===== config.mk =====
export PLATFORM = sky130hd
export DESIGN_NAME = halt_shutdown_ctrl
export DESIGN_NICKNAME = d
export VERILOG_FILES = /design/src/rtl/hsi_pkg.sv /design/src/rtl/hsi_wake_detect.sv /design/src/rtl/hsi_cycle_sel.sv /design/src/rtl/halt_shutdown_ctrl.sv
export SDC_FILE = /design/constraint.sdc
export NUM_CORES = 1
export LEC_CHECK = 0
export BUFFER_PORTS_ARGS = -buffer_cell sky130_fd_sc_hd__buf_2
export CAP_MARGIN = 20
export CORE_MARGIN = 2
export CORE_UTILIZATION = 39
export DETAILED_ROUTE_END_ITERATION = 8
export PLACE_DENSITY = 0.91
export SLEW_MARGIN = 20
export SYNTH_ARGS = -nofsm -noshare
export SYNTH_HDL_FRONTEND = slang
export SYNTH_SLANG_ARGS = --single-unit

===== constraint.sdc =====
create_clock -name clk -period 2.45 [get_ports clk]
set_input_delay 0.49 -clock clk [delete_from_list [all_inputs] [get_ports clk]]
set_output_delay 0.49 -clock clk [all_outputs]
set_load 0.005 [all_outputs]

===== src/rtl/hsi_pkg.sv =====
package hsi_pkg;

    typedef enum logic [1:0] {
        ST_IDLE = 2'b00,
        ST_T1   = 2'b01,
        ST_T2   = 2'b10,
        ST_HALT = 2'b11
    } hsi_state_e;

    typedef enum logic [1:0] {
        SRC_NONE  = 2'b00,
        SRC_INTR  = 2'b01,
        SRC_NMI   = 2'b10,
        SRC_RESET = 2'b11
    } hsi_src_e;

endpackage


===== src/rtl/hsi_wake_detect.sv =====
module hsi_wake_detect
    import hsi_pkg::*;
(
    input  logic     clk,
    input  logic     rst_n,
    input  logic     halted,
    input  logic     intr,
    input  logic     if_flag,
    input  logic     nmi,
    input  logic     reset_wake,
    output logic     wake,
    output hsi_src_e wake_src
);

    logic nmi_prev_q, nmi_prev_d;
    logic nmi_rise;

    always_comb begin
        nmi_prev_d = nmi;
        nmi_rise   = nmi && !nmi_prev_q;
        if (reset_wake) begin
            wake_src = SRC_RESET;
        end else if (nmi_rise) begin
            wake_src = SRC_NMI;
        end else if (intr && if_flag) begin
            wake_src = SRC_INTR;
        end else begin
            wake_src = SRC_NONE;
        end
        wake = halted && (wake_src != SRC_NONE);
    end

    always_ff @(posedge clk) begin
        if (!rst_n) begin
            nmi_prev_q <= 1'b0;
        end else begin
            nmi_prev_q <= nmi_prev_d;
        end
    end

    // an nmi level that was already high one clock earlier never selects the non-maskable source
    p_nmi_level_ignored_r8: assert property (@(posedge clk) disable iff (!rst_n)
        ($past(nmi) && !reset_wake) |-> (wake_src != SRC_NMI));

endmodule


===== src/rtl/hsi_cycle_sel.sv =====
module hsi_cycle_sel #(
    parameter int ADDR_W    = 32,
    parameter int BE_W      = 4,
    parameter int HALT_BYTE = 2,
    parameter int SHUT_BYTE = 0
) (
    input  logic                              bus_on,
    input  logic                              is_shut,
    output logic [ADDR_W-$clog2(BE_W)-1:0]    addr_hi,
    output logic [BE_W-1:0]                   be_n
);

    localparam int HI_W = ADDR_W - $clog2(BE_W);

    assign addr_hi = '0;

    for (genvar g = 0; g < BE_W; g++) begin : g_lane
        localparam bit LANE_HALT = (g == HALT_BYTE);
        localparam bit LANE_SHUT = (g == SHUT_BYTE);
        assign be_n[g] = !(bus_on && (is_shut ? LANE_SHUT : LANE_HALT));
    end

    // outside a cycle no byte lane is enabled
    p_idle_lanes_r1: assert final (bus_on || (be_n == {BE_W{1'b1}}));
    // during a cycle exactly one lane is enabled and the upper address is zero
    p_one_lane_r2: assert final (!bus_on || (($countones(~be_n) == 1) && (addr_hi == {HI_W{1'b0}})));

endmodule


===== src/rtl/halt_shutdown_ctrl.sv =====
module halt_shutdown_ctrl
    import hsi_pkg::*;
#(
    parameter int ADDR_W    = 32,
    parameter int DATA_W    = 32,
    parameter int HALT_BYTE = 2,
    parameter int SHUT_BYTE = 0
) (
    input  logic                                   clk,
    input  logic                                   rst_n,
    input  logic                                   halt_req,
    input  logic                                   shut_req,
    input  logic                                   rdy_n,
    input  logic                                   intr,
    input  logic                                   if_flag,
    input  logic                                   nmi,
    input  logic                                   reset_wake,
    output logic                                   ads_n,
    output logic                                   mio,
    output logic                                   dc,
    output logic                                   wr,
    output logic [ADDR_W-$clog2(DATA_W/8)-1:0]     addr_hi,
    output logic [DATA_W/8-1:0]                    be_n,
    output logic [DATA_W-1:0]                      data_out,
    output logic                                   halted,
    output logic                                   resume,
    output logic [1:0]                             resume_src
);

    localparam int BE_W = DATA_W / 8;
    localparam int HI_W = ADDR_W - $clog2(BE_W);
    localparam logic [BE_W-1:0] HALT_BE_N = ~(BE_W'(1) << HALT_BYTE);
    localparam logic [BE_W-1:0] SHUT_BE_N = ~(BE_W'(1) << SHUT_BYTE);

    typedef struct packed {
        hsi_state_e state;
        logic       is_shut;
        logic       ads_n;
        logic       resume;
        hsi_src_e   src;
    } ctrl_regs_t;

    ctrl_regs_t q, d;
    logic       wake;
    hsi_src_e   wake_src;
    logic       bus_on;

    assign bus_on = (q.state == ST_T1) || (q.state == ST_T2);

    hsi_wake_detect u_wake (
        .clk        (clk),
        .rst_n      (rst_n),
        .halted     (q.state == ST_HALT),
        .intr       (intr),
        .if_flag    (if_flag),
        .nmi        (nmi),
        .reset_wake (reset_wake),
        .wake       (wake),
        .wake_src   (wake_src)
    );

    hsi_cycle_sel #(
        .ADDR_W    (ADDR_W),
        .BE_W      (BE_W),
        .HALT_BYTE (HALT_BYTE),
        .SHUT_BYTE (SHUT_BYTE)
    ) u_sel (
        .bus_on  (bus_on),
        .is_shut (q.is_shut),
        .addr_hi (addr_hi),
        .be_n    (be_n)
    );

    always_comb begin
        d        = q;
        d.ads_n  = 1'b1;
        d.resume = 1'b0;
        d.src    = SRC_NONE;
        unique case (q.state)
            ST_IDLE: begin
                if (halt_req || shut_req) begin
                    d.state   = ST_T1;
                    d.is_shut = shut_req;
                    d.ads_n   = 1'b0;
                end
            end
            ST_T1: begin
                d.state = ST_T2;
            end
            ST_T2: begin
                if (!rdy_n) begin
                    d.state = ST_HALT;
                end
            end
            ST_HALT: begin
                if (wake) begin
                    d.state  = ST_IDLE;
                    d.resume = 1'b1;
                    d.src    = wake_src;
                end
            end
            default: d.state = ST_IDLE;
        endcase
        if (reset_wake && (q.state != ST_HALT)) begin
            d.state = ST_IDLE;
            d.ads_n = 1'b1;
        end
    end

    always_ff @(posedge clk) begin
        if (!rst_n) begin
            q <= '{state: ST_IDLE, is_shut: 1'b0, ads_n: 1'b1, resume: 1'b0, src: SRC_NONE};
        end else begin
            q <= d;
        end
    end

    assign ads_n      = q.ads_n;
    assign mio        = bus_on;
    assign dc         = 1'b0;
    assign wr         = bus_on;
    assign data_out   = '0;
    assign halted     = (q.state == ST_HALT);
    assign resume     = q.resume;
    assign resume_src = q.src;

    // the strobe lasts one clock
    p_strobe_one_clock_r1: assert property (@(posedge clk) disable iff (!rst_n)
        !ads_n |=> ads_n);
    // cycle definition while the strobe is low
    p_cycle_code_r1: assert property (@(posedge clk) disable iff (!rst_n)
        !ads_n |-> (mio && !dc && wr));
    // halt lane selection
    p_halt_lane_r2: assert property (@(posedge clk) disable iff (!rst_n)
        (!ads_n && !be_n[HALT_BYTE]) |-> ((be_n == HALT_BE_N) && (addr_hi == {HI_W{1'b0}})));
    // shutdown lane selection
    p_shut_lane_r3: assert property (@(posedge clk) disable iff (!rst_n)
        (!ads_n && !be_n[SHUT_BYTE]) |-> ((be_n == SHUT_BE_N) && (addr_hi == {HI_W{1'b0}})));
    // a joint request yields a shutdown cycle
    p_shut_wins_r4: assert property (@(posedge clk) disable iff (!rst_n)
        (!halted && !bus_on && halt_req && shut_req && !reset_wake) |=> (be_n == SHUT_BE_N));
    // a stalled cycle keeps its lanes
    p_hold_lanes_r5: assert property (@(posedge clk) disable iff (!rst_n)
        (mio && !ads_n) |=> $stable(be_n));
    // halted only after ready
    p_halt_after_ready_r6: assert property (@(posedge clk) disable iff (!rst_n)
        $rose(halted) |-> $past(!rdy_n));
    // masked interrupt does not wake
    p_masked_intr_r7: assert property (@(posedge clk) disable iff (!rst_n)
        (halted && !if_flag && !nmi && !reset_wake) |=> halted);
    // reset wins while halted
    p_reset_first_r9: assert property (@(posedge clk) disable iff (!rst_n)
        (halted && reset_wake) |=> (resume && (resume_src == 2'b11)));
    // one-clock pulse with a source, leaving the halted state
    p_resume_pulse_r10: assert property (@(posedge clk) disable iff (!rst_n)
        resume |=> !resume);
    p_resume_src_r10: assert property (@(posedge clk) disable iff (!rst_n)
        resume |-> ((resume_src != 2'b00) && !halted && $past(halted)));

endmodule


## Word level (Yosys, flattened, before mapping)

Cells that the tools add are included.

| word-level totals | value |
|---|---|
| bits of input ports | 9 |
| register bits | 8 |
| logic and storage cells | 44 |

| cells by class | value |
|---|---|
| bitwise operators | 2 |
| eq/ne operators | 7 |
| reduce and logical (&&, ||, !) cells | 19 |
| mux-type cells | 10 |

Operator list:

| cell | count |
|---|---|
| 2-bit 2-to-1 mux | 4 |
| 2-bit inequality test (second input constant) | 4 |
| 2-bit one-hot mux with 4 select lines | 1 |
| 1-bit logical AND | 6 |
| 3-bit AND reduction | 2 |
| 2-bit equality test (second input constant) | 2 |
| 4-bit 2-to-1 mux | 1 |
| 2-bit AND reduction | 2 |
| 1-bit logical NOT | 3 |
| 1-bit 2-to-1 mux | 3 |
| 3-bit 2-to-1 mux | 1 |
| 3-bit OR reduction | 1 |
| 2-bit by 1-bit equality test with 1-bit output (second input constant) | 1 |
| 2-bit logical NOT | 1 |
| 1-bit logical OR | 2 |
| 1-bit NOT | 2 |
| 2-bit nonzero test | 1 |
| 2-bit OR reduction | 1 |

## Logic depth before layout (Yosys ltp)

| depth | value |
|---|---|
| word-level depth | 8 |
| depth in mapped cells | 5 |

## Cells and area by module

A second synthesis with hierarchy kept.

| second synthesis, totals | value |
|---|---|
| cell total of the unflattened synthesis | 113 |
| area total of the unflattened synthesis | 914.6 um^2 |

By module, submodules not included:

| module | area each (um^2) | cells an instance | times used | sequential area each (um^2) |
|---|---|---|---|---|
| halt_shutdown_ctrl | 585.6 | 68 | 1 | 140.1 |
| hsi_cycle_sel | 257.7 | 36 | 1 | 0.0 |
| hsi_wake_detect | 71.3 | 9 | 1 | 20.0 |

## Worst setup path before layout

Ideal clock, no wire load.

| path | value |
|---|---|
| kind | register to output |
| start | reg q[6] in the netlist's numbering |
| end | out wr |
| data required time | 1.960 ns |
| data arrival time | 0.865 ns |
| slack | 1.095 ns |
| cell stages (with the launch flop) | 4 |
| path buffers | 1 |
| cell sequence | dfxtp_1 -> inv_1 -> ha_1 -> buf_4 |

| on the way | value |
|---|---|
| cells in the longest elaborated chain, start to end | 2 |
| elaborated cells between the ends (all ways) | 3 |
| classes of those cells | 2 x eq/ne; 1 x reduce/logical |

RTL lines:

| what | line | text |
|---|---|---|
| start: declaration | halt_shutdown_ctrl.sv:43 | `ctrl_regs_t q, d;` |
| start signal: assignment | halt_shutdown_ctrl.sv:112 | `q <= '{state: ST_IDLE, is_shut: 1'b0, ads_n: 1'b1, resume: 1'b0, src: SRC_NONE};` |
| 2-bit by 1-bit equality test with 1-bit output / 2-bit equality test (equally long branches) | halt_shutdown_ctrl.sv:48 | `assign bus_on = (q.state == ST_T1) \|\| (q.state == ST_T2);` |
| 1-bit logical OR (*) | halt_shutdown_ctrl.sv:48 |  |
| end: declaration | halt_shutdown_ctrl.sv:21 | `output logic wr,` |

Every way passes the cells marked *; elsewhere a longest branch is shown, timed or not.

## Worst setup path after layout

| path | value |
|---|---|
| start | reg q[6] in the netlist's numbering |
| end | out be_n[2] |

| on the way | value |
|---|---|
| cells in the longest elaborated chain, start to end | 4 |
| elaborated cells between the ends (all ways) | 5 |
| classes of those cells | 2 x eq/ne; 3 x reduce/logical |

RTL lines:

| what | line | text |
|---|---|---|
| 2-bit by 1-bit equality test with 1-bit output / 2-bit equality test (equally long branches) | halt_shutdown_ctrl.sv:48 |  |
| 1-bit logical OR (*) | halt_shutdown_ctrl.sv:48 |  |
| 1-bit logical AND (*) | hsi_cycle_sel.sv:20 | `assign be_n[g] = !(bus_on && (is_shut ? LANE_SHUT : LANE_HALT));` |
| 1-bit logical NOT (*) | hsi_cycle_sel.sv:20 |  |
| end: declaration | halt_shutdown_ctrl.sv:23 | `output logic [DATA_W/8-1:0] be_n,` |

Marked as above.

==> summary.md <==
| Metric | Value |
|---|---|
| Status | completed |
| CTS Buffer Depth | 2 |
| PnR worst setup slack | 0.743 ns |
| Die ar. | 2670 µm² |
| CP Launch Type | flip-flop |
| Chip height | 51.6 µm |
| Pin count of the biggest net entering global routing | 6 |
| Total track usage | 0.0737 |
| IR Drop Worst-Case VDD | 212 µV |
| Fmax | 586 MHz |
| Critical Path Sink Type | primary output |
| Total Wirelength | 1070 µm |
| Total grt overflow | 0 |
| TritonRoute pass-1 iters | 4 |
| Leak | 0.446 nW |
| WHS Endpoint | resume_src[0]$_SDFF_PN0_ |
| DP Wirelength | 939 µm |
| Crit Path Category | reg -> out |
| Fin nets | 138 |
| Hold_buf cts | 0 |
| FF-to-FF End | q[6]$_SDFFE_PP0P_ |
| Yosys cell types | 23 |
| Area of the core | 2170 µm² |
| Placed Area | 731 µm² |
| Post-route setup TNS | 0 ns |
| Core Rows | 17 |
| Root Buffer | clkbuf_4 |
| Most frequent cells in the layout | conb_1 (65), buf_2 (17), dfxtp_1 (8), nand2_1 (5) |
| Min cycle time layout | 1.71 ns |
| Clk_lat worst skew | 0.26 ns |
| Period utilisation layout | 0.697 |
| Final hold slack | 0.488 ns |
| Post-route cell area | 753 µm² |
| #FFs+latches synth | 8 |
| Clock skew | 0.00493 ns |
| Boundary Pins | 83 |
| WP data arrival | 1.22 ns |
| Initial antenna violation count | 0 |
| Num CTS Buffers | 3 |
| Vias in the first global route | 329 |
| Setup violations, final | 0 |
| RSZ-0062 raised after global routing | false |
| GPL Wtd Cong | 0.618 |
| Post-CTS Setup Bufs | 0 |
| Post-DRT Antenna Nets | 0 |
| H-tree depth | 1 |
| Initial drt markers | 6 |
| CTS tree | built |
| Global-route wire length before repair | 1380 µm |
| Crit path required time | 1.96 ns |
| Antenna Cells | 0 |
| Die Wd | 51.6 µm |
| Post-Syn Area per Cell | 8.12 µm² |
| CTS resizes | 0 |
| Vias per inst | 3.39 |
| CTS sink count | 8 |
| Hold Path Stages | 3 |
| Max Transition Viols Final | 0 |
| Final hold vios | 0 |
| I/O Buffers | 17 |
| Post-synth ARST share | 0 |
| CP max FO | 5 |
| P per Cell Area | 409 nW/µm² |
| Synth Flop Type | dfxtp_1 |
| Share of layout cells above drive strength 1 | 0.177 |
| Initial core utilization | 0.408 |
| Worst slack at placement | 0.990 ns |
| Yosys warning count | 0 |
| Reg2reg start | q[6]$_SDFFE_PP0P_ |
| R2R Setup Slk | 1.03 ns |
| Hold Crit Class | in -> reg |
| Worst-path clk slew | 0.06 ns |
| Routed len/inst | 7.03 µm |
| Sequential-to-total area share from yosys stat | 0.181 |
| Max cap viols | 0 |
| Most common cell after layout, fill and taps aside | conb_1 |
| Mapped cell area | 885 µm² |
| Post-synth EDFFs | 0 |
| Post-route insts no fill | 152 |
| Worst min-delay path startpoint | if_flag |
| # DRC | 0 |
| Mapped Cells | 109 |
| Layout area overhead | -14.9% |
| Via count | 515 |
| Reg2reg path depth | 5 |
| Placed Instances | 149 |
-- final cells by class --
| cell class | instances | area, µm² |
|---|---|---|
| Clock buffer | 3 | 22.5 |
| Fill cell | 246 | 1420 |
| Inverter | 3 | 11.3 |
| Multi-Input combinational cell | 93 | 439 |
| Sequential cell | 8 | 160 |
| Tap cell | 28 | 35.0 |
| Timing Repair Buffer | 17 | 85.1 |
-- power breakdown --
part / internal (mW) / leakage, nW / total, mW / switching, mW
registers: 0.136 / 0.0655 / 0.138 / 0.00273
logic: 0.0221 / 0.367 / 0.0668 / 0.0447
clock network: 0.0562 / 0.0138 / 0.103 / 0.0466
total: 0.214 / 0.446 / 0.308 / 0.0940
-- how the worst max path moves through the flow --
stage / slack, ns / to / depth (start not counted) / from
floorplan: 1.10 / wr / 3 / q[6]$_SDFFE_PP0P_
global placement: 1.0 / q[5]$_SDFFE_PP0P_ / 5 / nmi
detailed placement: 0.99 / q[5]$_SDFFE_PP0P_ / 5 / intr
CTS: 0.74 / be_n[2] / 4 / q[6]$_SDFFE_PP0P_
global route: 0.66 / be_n[0] / 4 / q[6]$_SDFFE_PP0P_
finish: 0.74 / be_n[2] / 4 / q[6]$_SDFFE_PP0P_
-- per-stage QoR --
step,total power [mW],utilization
global placement,0.205,0.337
detailed placement,0.206,0.337
finish,0.308,0.347
global route,0.331,0.347
CTS,0.312,0.347
floorplan,0.264,-
-- synthesized netlist by cell type (2+ instances only) --
cell type / number / area share
nand2_1: 5 / 0.021
inv_1: 3 / 0.013
dfxtp_1: 8 / 0.18
conb_1: 2 / 0.0085
nor2b_1: 2 / 0.014
buf_4: 68 / 0.58
ha_1: 3 / 0.042
nor2_1: 3 / 0.013
-- metal layers --
| layer | vias up | track usage | share of wire |
|---|---|---|---|
| met5 | - | 0 | 0 |
| met4 | 0 | 0.0132 | 0 |
| met3 | 0 | 0.0546 | 0.19 |
| met2 | 50 | 0.118 | 0.44 |
| met1 | 224 | 0.0791 | 0.37 |
| li1 | 241 | - | - |
-- kinds of logic after synthesis --
| group | share of synthesized area |
|---|---|
| buffers and inverters | 0.590 |
| AND/OR/NAND/NOR | 0.116 |
| AO/OA/AOI/OAI | 0.0622 |
| flip-flops | 0.181 |
| adder cells (fa/ha/maj) | 0.0424 |
| other | 0.00849 |
-- state kept, by name, summed over array words and instances, names as in the netlist --
name               flops
q                      3
resume_src             2
ads_n                  1
resume                 1
u_wake.nmi_prev_q      1
-- worst max-delay path: stages, from the launching register on --
cell and delay [ns]:
dfxtp_1 0.37, inv_1 0.06, ha_1 0.34, nand2b_1 0.07, buf_2 0.12
(Power assumes the default switching activity.)
